### src/rtl/sdcmd_pkg.sv
package sdcmd_pkg;

  // Command mode held in the control register
  typedef enum logic [2:0] {
    MD_NORMAL  = 3'd0,
    MD_NOP     = 3'd1,
    MD_PRECH   = 3'd2,
    MD_LMR     = 3'd3,
    MD_AREF    = 3'd4,
    MD_XLMR    = 3'd5,
    MD_RSV6    = 3'd6,
    MD_RSV7    = 3'd7
  } mode_e;

  // Command bus encoding {cs_n, ras_n, cas_n, we_n}
  typedef enum logic [3:0] {
    CMD_DESEL = 4'b1111,
    CMD_NOP   = 4'b0111,
    CMD_PRE   = 4'b0010,
    CMD_AREF  = 4'b0001,
    CMD_LMR   = 4'b0000
  } cmd_e;

endpackage

### src/rtl/sdcmd_addr_split.sv
// Splits the row/bank part of an access address into its fields.
module sdcmd_addr_split #(
  parameter int ROW_W  = 12,
  parameter int BANK_W = 2
) (
  input  logic [ROW_W+BANK_W-1:0] upper,
  output logic [ROW_W-1:0]        row,
  output logic [BANK_W-1:0]       bank
);
  assign row  = upper[ROW_W-1:0];
  assign bank = upper[ROW_W+BANK_W-1:ROW_W];
endmodule

### src/rtl/sdcmd_decode.sv
// Maps the armed mode plus the trigger address onto one command.
module sdcmd_decode
  import sdcmd_pkg::*;
#(
  parameter int ROW_W  = 12,
  parameter int BANK_W = 2
) (
  input  mode_e             mode,
  input  logic [ROW_W-1:0]  row,
  input  logic [BANK_W-1:0] bank,
  output logic              ok,
  output cmd_e              code,
  output logic [BANK_W-1:0] ba,
  output logic [ROW_W-1:0]  a
);
  localparam logic [ROW_W-1:0]  A10_SET  = ROW_W'(1) << 10;
  localparam logic [BANK_W-1:0] LMR_BA   = '0;
  localparam logic [BANK_W-1:0] XLMR_BA  = BANK_W'(2);

  always_comb begin
    ok   = 1'b0;
    code = CMD_DESEL;
    ba   = '0;
    a    = '0;
    unique case (mode)
      MD_NOP: begin
        ok   = 1'b1;
        code = CMD_NOP;
      end
      MD_PRECH: begin
        ok   = 1'b1;
        code = CMD_PRE;
        a    = A10_SET;
      end
      MD_AREF: begin
        ok   = 1'b1;
        code = CMD_AREF;
      end
      MD_LMR: begin
        ok   = (bank == LMR_BA);
        code = CMD_LMR;
        ba   = bank;
        a    = row;
      end
      MD_XLMR: begin
        ok   = (bank == XLMR_BA);
        code = CMD_LMR;
        ba   = bank;
        a    = row;
      end
      default: begin
        ok   = 1'b0;
        code = CMD_DESEL;
      end
    endcase
  end
endmodule

### src/rtl/sdcmd_refresh_timer.sv
// Interval register plus down-counter that pulses a refresh request.
module sdcmd_refresh_timer #(
  parameter int CNT_W = 16
) (
  input  logic             clk,
  input  logic             rst_n,
  input  logic             load,
  input  logic [CNT_W-1:0] load_val,
  input  logic             enable,
  output logic             fire
);
  logic [CNT_W-1:0] interval_q;
  logic [CNT_W-1:0] tmr_q;
  logic             run;

  function automatic logic [CNT_W-1:0] reload(input logic [CNT_W-1:0] v);
    return (v == '0) ? '0 : v - CNT_W'(1);
  endfunction

  assign run  = enable && (interval_q != '0);
  assign fire = run && (tmr_q == '0);

  always_ff @(posedge clk or negedge rst_n) begin
    if (!rst_n) begin
      interval_q <= '0;
      tmr_q      <= '0;
    end else if (load) begin
      interval_q <= load_val;
      tmr_q      <= reload(load_val);
    end else if (!run || tmr_q == '0) begin
      tmr_q <= reload(interval_q);
    end else begin
      tmr_q <= tmr_q - CNT_W'(1);
    end
  end
endmodule

### src/rtl/sdcmd_cmd_reg.sv
// Registered command bus and sticky SDRAM clock enable.
module sdcmd_cmd_reg
  import sdcmd_pkg::*;
#(
  parameter int ROW_W  = 12,
  parameter int BANK_W = 2
) (
  input  logic              clk,
  input  logic              rst_n,
  input  logic              issue,
  input  cmd_e              code,
  input  logic [BANK_W-1:0] ba_in,
  input  logic [ROW_W-1:0]  a_in,
  output logic [3:0]        cmd_bus,
  output logic [BANK_W-1:0] ba_out,
  output logic [ROW_W-1:0]  a_out,
  output logic              clk_en
);
  always_ff @(posedge clk or negedge rst_n) begin
    if (!rst_n) begin
      cmd_bus <= CMD_DESEL;
      ba_out  <= '0;
      a_out   <= '0;
      clk_en  <= 1'b0;
    end else begin
      cmd_bus <= issue ? code  : CMD_DESEL;
      ba_out  <= issue ? ba_in : '0;
      a_out   <= issue ? a_in  : '0;
      if (issue && code == CMD_NOP) clk_en <= 1'b1;
    end
  end
endmodule

### src/rtl/sdcmd_issuer.sv
module sdcmd_issuer
  import sdcmd_pkg::*;
#(
  parameter int BYTE_W = 1,
  parameter int COL_W  = 9,
  parameter int ROW_W  = 12,
  parameter int BANK_W = 2,
  parameter int CFG_W  = 16,
  localparam int LOW_W  = BYTE_W + COL_W,
  localparam int ADDR_W = LOW_W + ROW_W + BANK_W
) (
  input  logic              clk,
  input  logic              rst_n,
  input  logic              cfg_we,
  input  logic              cfg_sel,
  input  logic [CFG_W-1:0]  cfg_wdata,
  input  logic              acc_valid,
  output logic              acc_ready,
  input  logic              acc_write,
  input  logic [ADDR_W-1:0] acc_addr,
  output logic              mem_valid,
  input  logic              mem_ready,
  output logic              mem_write,
  output logic [ADDR_W-1:0] mem_addr,
  output logic              sd_clk_en,
  output logic              sd_cs_n,
  output logic              sd_ras_n,
  output logic              sd_cas_n,
  output logic              sd_we_n,
  output logic [BANK_W-1:0] sd_ba,
  output logic [ROW_W-1:0]  sd_a
);
  mode_e             mode_q;
  logic              ref_fire;
  logic              cmd_path;
  logic              wr_take;
  logic [ROW_W-1:0]  row_f;
  logic [BANK_W-1:0] bank_f;
  logic              dec_ok;
  cmd_e              dec_code;
  logic [BANK_W-1:0] dec_ba;
  logic [ROW_W-1:0]  dec_a;
  logic              issue;
  cmd_e              issue_code;
  logic [BANK_W-1:0] issue_ba;
  logic [ROW_W-1:0]  issue_a;
  logic [3:0]        cmd_bus;

  // Mode register
  always_ff @(posedge clk or negedge rst_n) begin
    if (!rst_n)                 mode_q <= MD_NORMAL;
    else if (cfg_we && !cfg_sel) mode_q <= mode_e'(cfg_wdata[2:0]);
  end

  sdcmd_refresh_timer #(.CNT_W(CFG_W)) u_tmr (
    .clk      (clk),
    .rst_n    (rst_n),
    .load     (cfg_we && cfg_sel),
    .load_val (cfg_wdata),
    .enable   (mode_q == MD_NORMAL),
    .fire     (ref_fire)
  );

  // Access steering: writes in a command mode are consumed here
  assign cmd_path  = acc_write && (mode_q != MD_NORMAL);
  assign acc_ready = !ref_fire && (cmd_path || mem_ready);
  assign mem_valid = acc_valid && !cmd_path && !ref_fire;
  assign mem_write = acc_write;
  assign mem_addr  = acc_addr;
  assign wr_take   = acc_valid && acc_ready && cmd_path;

  sdcmd_addr_split #(.ROW_W(ROW_W), .BANK_W(BANK_W)) u_split (
    .upper (acc_addr[ADDR_W-1:LOW_W]),
    .row   (row_f),
    .bank  (bank_f)
  );

  sdcmd_decode #(.ROW_W(ROW_W), .BANK_W(BANK_W)) u_dec (
    .mode (mode_q),
    .row  (row_f),
    .bank (bank_f),
    .ok   (dec_ok),
    .code (dec_code),
    .ba   (dec_ba),
    .a    (dec_a)
  );

  // Refresh and software commands never coincide: refresh needs mode 0
  assign issue      = ref_fire || (wr_take && dec_ok);
  assign issue_code = ref_fire ? CMD_AREF : dec_code;
  assign issue_ba   = ref_fire ? '0 : dec_ba;
  assign issue_a    = ref_fire ? '0 : dec_a;

  sdcmd_cmd_reg #(.ROW_W(ROW_W), .BANK_W(BANK_W)) u_out (
    .clk     (clk),
    .rst_n   (rst_n),
    .issue   (issue),
    .code    (issue_code),
    .ba_in   (issue_ba),
    .a_in    (issue_a),
    .cmd_bus (cmd_bus),
    .ba_out  (sd_ba),
    .a_out   (sd_a),
    .clk_en  (sd_clk_en)
  );

  assign {sd_cs_n, sd_ras_n, sd_cas_n, sd_we_n} = cmd_bus;
endmodule

### config.mk
export PLATFORM = sky130hd
export DESIGN_NAME = sdcmd_issuer
export DESIGN_NICKNAME = d
export VERILOG_FILES = /design/src/rtl/sdcmd_pkg.sv /design/src/rtl/sdcmd_addr_split.sv /design/src/rtl/sdcmd_decode.sv /design/src/rtl/sdcmd_refresh_timer.sv /design/src/rtl/sdcmd_cmd_reg.sv /design/src/rtl/sdcmd_issuer.sv
export SDC_FILE = /design/constraint.sdc
export NUM_CORES = 1
export LEC_CHECK = 0
export ABC_AREA = 1
export BUFFER_PORTS_ARGS = -buffer_cell sky130_fd_sc_hd__buf_2
export CAP_MARGIN = 20
export CORE_ASPECT_RATIO = 1.2
export CORE_MARGIN = 2
export CORE_UTILIZATION = 54
export CTS_CLUSTER_SIZE = 20
export DETAILED_ROUTE_END_ITERATION = 10
export GPL_TIMING_DRIVEN = 0
export HOLD_SLACK_MARGIN = 0.15
export PLACE_DENSITY = 0.81
export SETUP_SLACK_MARGIN = 0.3
export SLEW_MARGIN = 30
export SYNTH_ARGS = -nofsm -noshare
export SYNTH_HDL_FRONTEND = slang
export SYNTH_SLANG_ARGS = --single-unit
### constraint.sdc
create_clock -name clk -period 2.1 [get_ports clk]
set_clock_uncertainty 0.05 [all_clocks]
set_input_delay 0.42 -clock clk [delete_from_list [all_inputs] [get_ports clk]]
set_output_delay 0.42 -clock clk [all_outputs]
set_load 0.01 [all_outputs]
==> metrics.yaml <==
finalSetupViolCount: 2
hold_depth: 2
r2r_start: "u_tmr.interval_q[0]$_DFFE_PN0P_"
grt_usage: 0.248
fill_cells: 550
rows: 33
hold_viol_final: 0
coreArea_sq_um: 6770
layout_commonest_cell: "nand2_1"
die_x_microns: 80.0
hp-class: "in -> reg"
worst_slack_ps: -98.6
worst_pin_slew_ps: 658
hold_end: "u_out.a_out[8]$_DFF_PN0_"
p_sw_mw: 1.17
die-area_sq_um: 7620
multiInputGateArea_sq_um: 1980
synthesis.nets: 589
synth_xor_area_frac: 0.0468
min_period_ps: 2200
yosysUniqueCellTypes: 31
grt_start_max_net_pins: 55
cts_buffer_depth: 2
rr_worst_depth: 14
cts_made_buffers: 5
synth_top_family_by_area: "simple AND/OR/NAND/NOR gates"
fin_crit_sh: 1.05
rrSetupSlack_ps: 280
syn_inst: 537
initial_utilization: 0.553
grt_first_pass_wirelength_microns: 14900
place_ws_ps: -9.78
yosys.area.top_type: "dfrtp_1"
synth_warnings: 0
area_delta_synth_final_pct: 24.2
status: "complete, but fails checks"
antenna_found_initial: 0
synth-compound-area-share: 0.0361
p_int_mw: 2.01
clk_latency_ps: 320
required_ps: 1630
start_kind: "flip-flop"
place.port_buffers: 82
rsz0062_at_grt: "yes"
fmax_ghz: 0.455
swShare: 0.368
dieHeight_microns: 95.2
io_pins: 93
path_class: "reg -> out"
grt_overflow_total: 0
drt_iter0_drc: 308
avgRoutedWirePerCell_microns: 12.9
p_comb_frac: 0.359
r2r_end: "u_tmr.tmr_q[8]$_DFF_PN0_"
drv_slew: 0
syn_area_sq_um: 3750
synthDominantCellAreaShare: 0.334
power_frac_seq: 0.414
grt_pass1_vias: 3385
violations: "negative setup slack"
mostFrequentLayoutCells: "196 x nand2_1, 81 x buf_2, 51 x inv_1"
cts_sinks: 54
p_leak_nw: 2.54
max_slew_margin: 0.562
end_kind: "output port"
regArea_sq_um: 1360
synth.area.top_cells: "dfrtp_1 33%, nand2_1 20%, inv_1 5.5%"
drc: 0
ir_drop_uv: 533
ys_ff_latch: 54
drtAntennaViolNets: 0
fin_setup_tns_ps: -174
dp_hpwl_microns: 7160
powerDensity_nw_per_um2: 682
pwr-share-clk: 0.227
yosys.area_share.simple: 0.408
nNetsFinal: 701
h-tree-depth: 2
arrival_ps: 1730
cap_violations: 0
synth_area_per_cell_sq_um: 6.98
synthMuxAreaShare: 0
hp-start: "acc_addr[18]"
via_per_inst: 5.11
dr_total_vias: 3767
yosysSeqAreaShare: 0.362
synthAdderAreaFrac: 0.0167
worstSetupStartpoint: "u_tmr.interval_q[6]$_DFFE_PN0P_"
cts.clk_slew.worst_paths_ps: 110
critPathMaxFanout: 3
wirelength_microns: 9540
insertedDiodeCount: 0
cts_tree: "done"
layout-drive-gt1-share: 0.306
gp_congestion: 0.921
first_pass_iters: 5
cts_root_buf: "clkbuf_8"
[per-layer routing]
metal / up-vias / wire length (microns) / track usage
met5: - / 0 / 0
met4: 0 / 204 / 0.0678
met3: 23 / 556 / 0.0379
met2: 150 / 5010 / 0.448
met1: 1738 / 3770 / 0.308
li1: 1856 / - / -
[how the worst max path moves through the flow]
stage | endpoint | slack [ps] | cells after the start
after detailed placement | mem_valid | -10 | 9
final | mem_valid | -100 | 8
after global placement | mem_valid | 10 | 9
after floorplan | mem_valid | 310 | 8
after CTS | mem_valid | -70 | 9
after global routing | mem_valid | -200 | 8
[state kept, by name, summed over array words and instances (netlist names)]
name and flops:
mode_q 3, u_out.a_out 12, u_out.ba_out 2, u_out.clk_en 1, u_out.cmd_bus 4, u_tmr.interval_q 16
u_tmr.tmr_q 16
[power groups by stage]
stage	registers [mW]	logic, mW	clock network, mW
final	1.31	1.14	0.722
after detailed placement	1.33	0.993	0
after global routing	1.33	1.28	0.769
after floorplan	1.31	0.727	0
after global placement	1.32	0.961	0
after CTS	1.30	1.07	0.729
[synthesized netlist by cell type (all sizes together)]
master	count
a21oi	3
a31o	1
and2	1
buf	30
clkbuf	4
conb	1
dfrtp	50
dfstp	4
ha	5
inv	57
nand2	205
nand3	33
nand3b	6
nand4	8
nor2	68
nor3	7
nor3b	11
o21ai	20
or2	3
xnor2	2
xor2	18
[critical path, stage by stage, from the launching register on]
cell and delay, ps:
dfrtp_2 430, nor2_2 170, nand2_2 110, nor2_4 140, nand2_2 80, nand4_1 190, inv_2 60, nor3_2 90
buf_2 150
[through the flow]
step | instances | power (mW) | utilization | hold slack, ps | instance area [sq um]
6_report | 737 | 3.17 | 0.687 | 306 | 4650
3_5_place_dp | 706 | 2.32 | 0.631 | 408 | 4270
3_3_place_gp | 706 | 2.28 | 0.631 | 402 | 4270
5_1_grt | 737 | 3.38 | 0.687 | 295 | 4650
4_1_cts | 726 | 3.10 | 0.669 | 300 | 4530
2_1_floorplan | 537 | 2.03 | - | 74.4 | 3750
[cell families (layout without fill, tap and decap cells)]
family,Yosys count,after routing
fa+ha+maj,5,5
xor+xnor,20,20
flops,54,54
other cells,1,1
compound gates,24,24
buf+inv,91,204
simple gates,342,342
[area by class of cell]
cell class                 count  area share
multi-input combinational    392       0.425
sequential                    54       0.292
timing repair buffer         105       0.131
buffer                        34      0.0578
inverter                      57      0.0460
tap                           87      0.0234
clock buffer                   5      0.0148
clock inverter                 3      0.0102
[repair_timing]
item	4_1_cts	5_1_grt
setup buffers	11	10
pin swaps	6	5
endpoints found under the setup margin	12	13
resized for setup	16	12
hold buffers	1	0
endpoints found under the hold margin	50	0
cloned	0	1
Note: power is estimated with default switching activity, not from simulation.
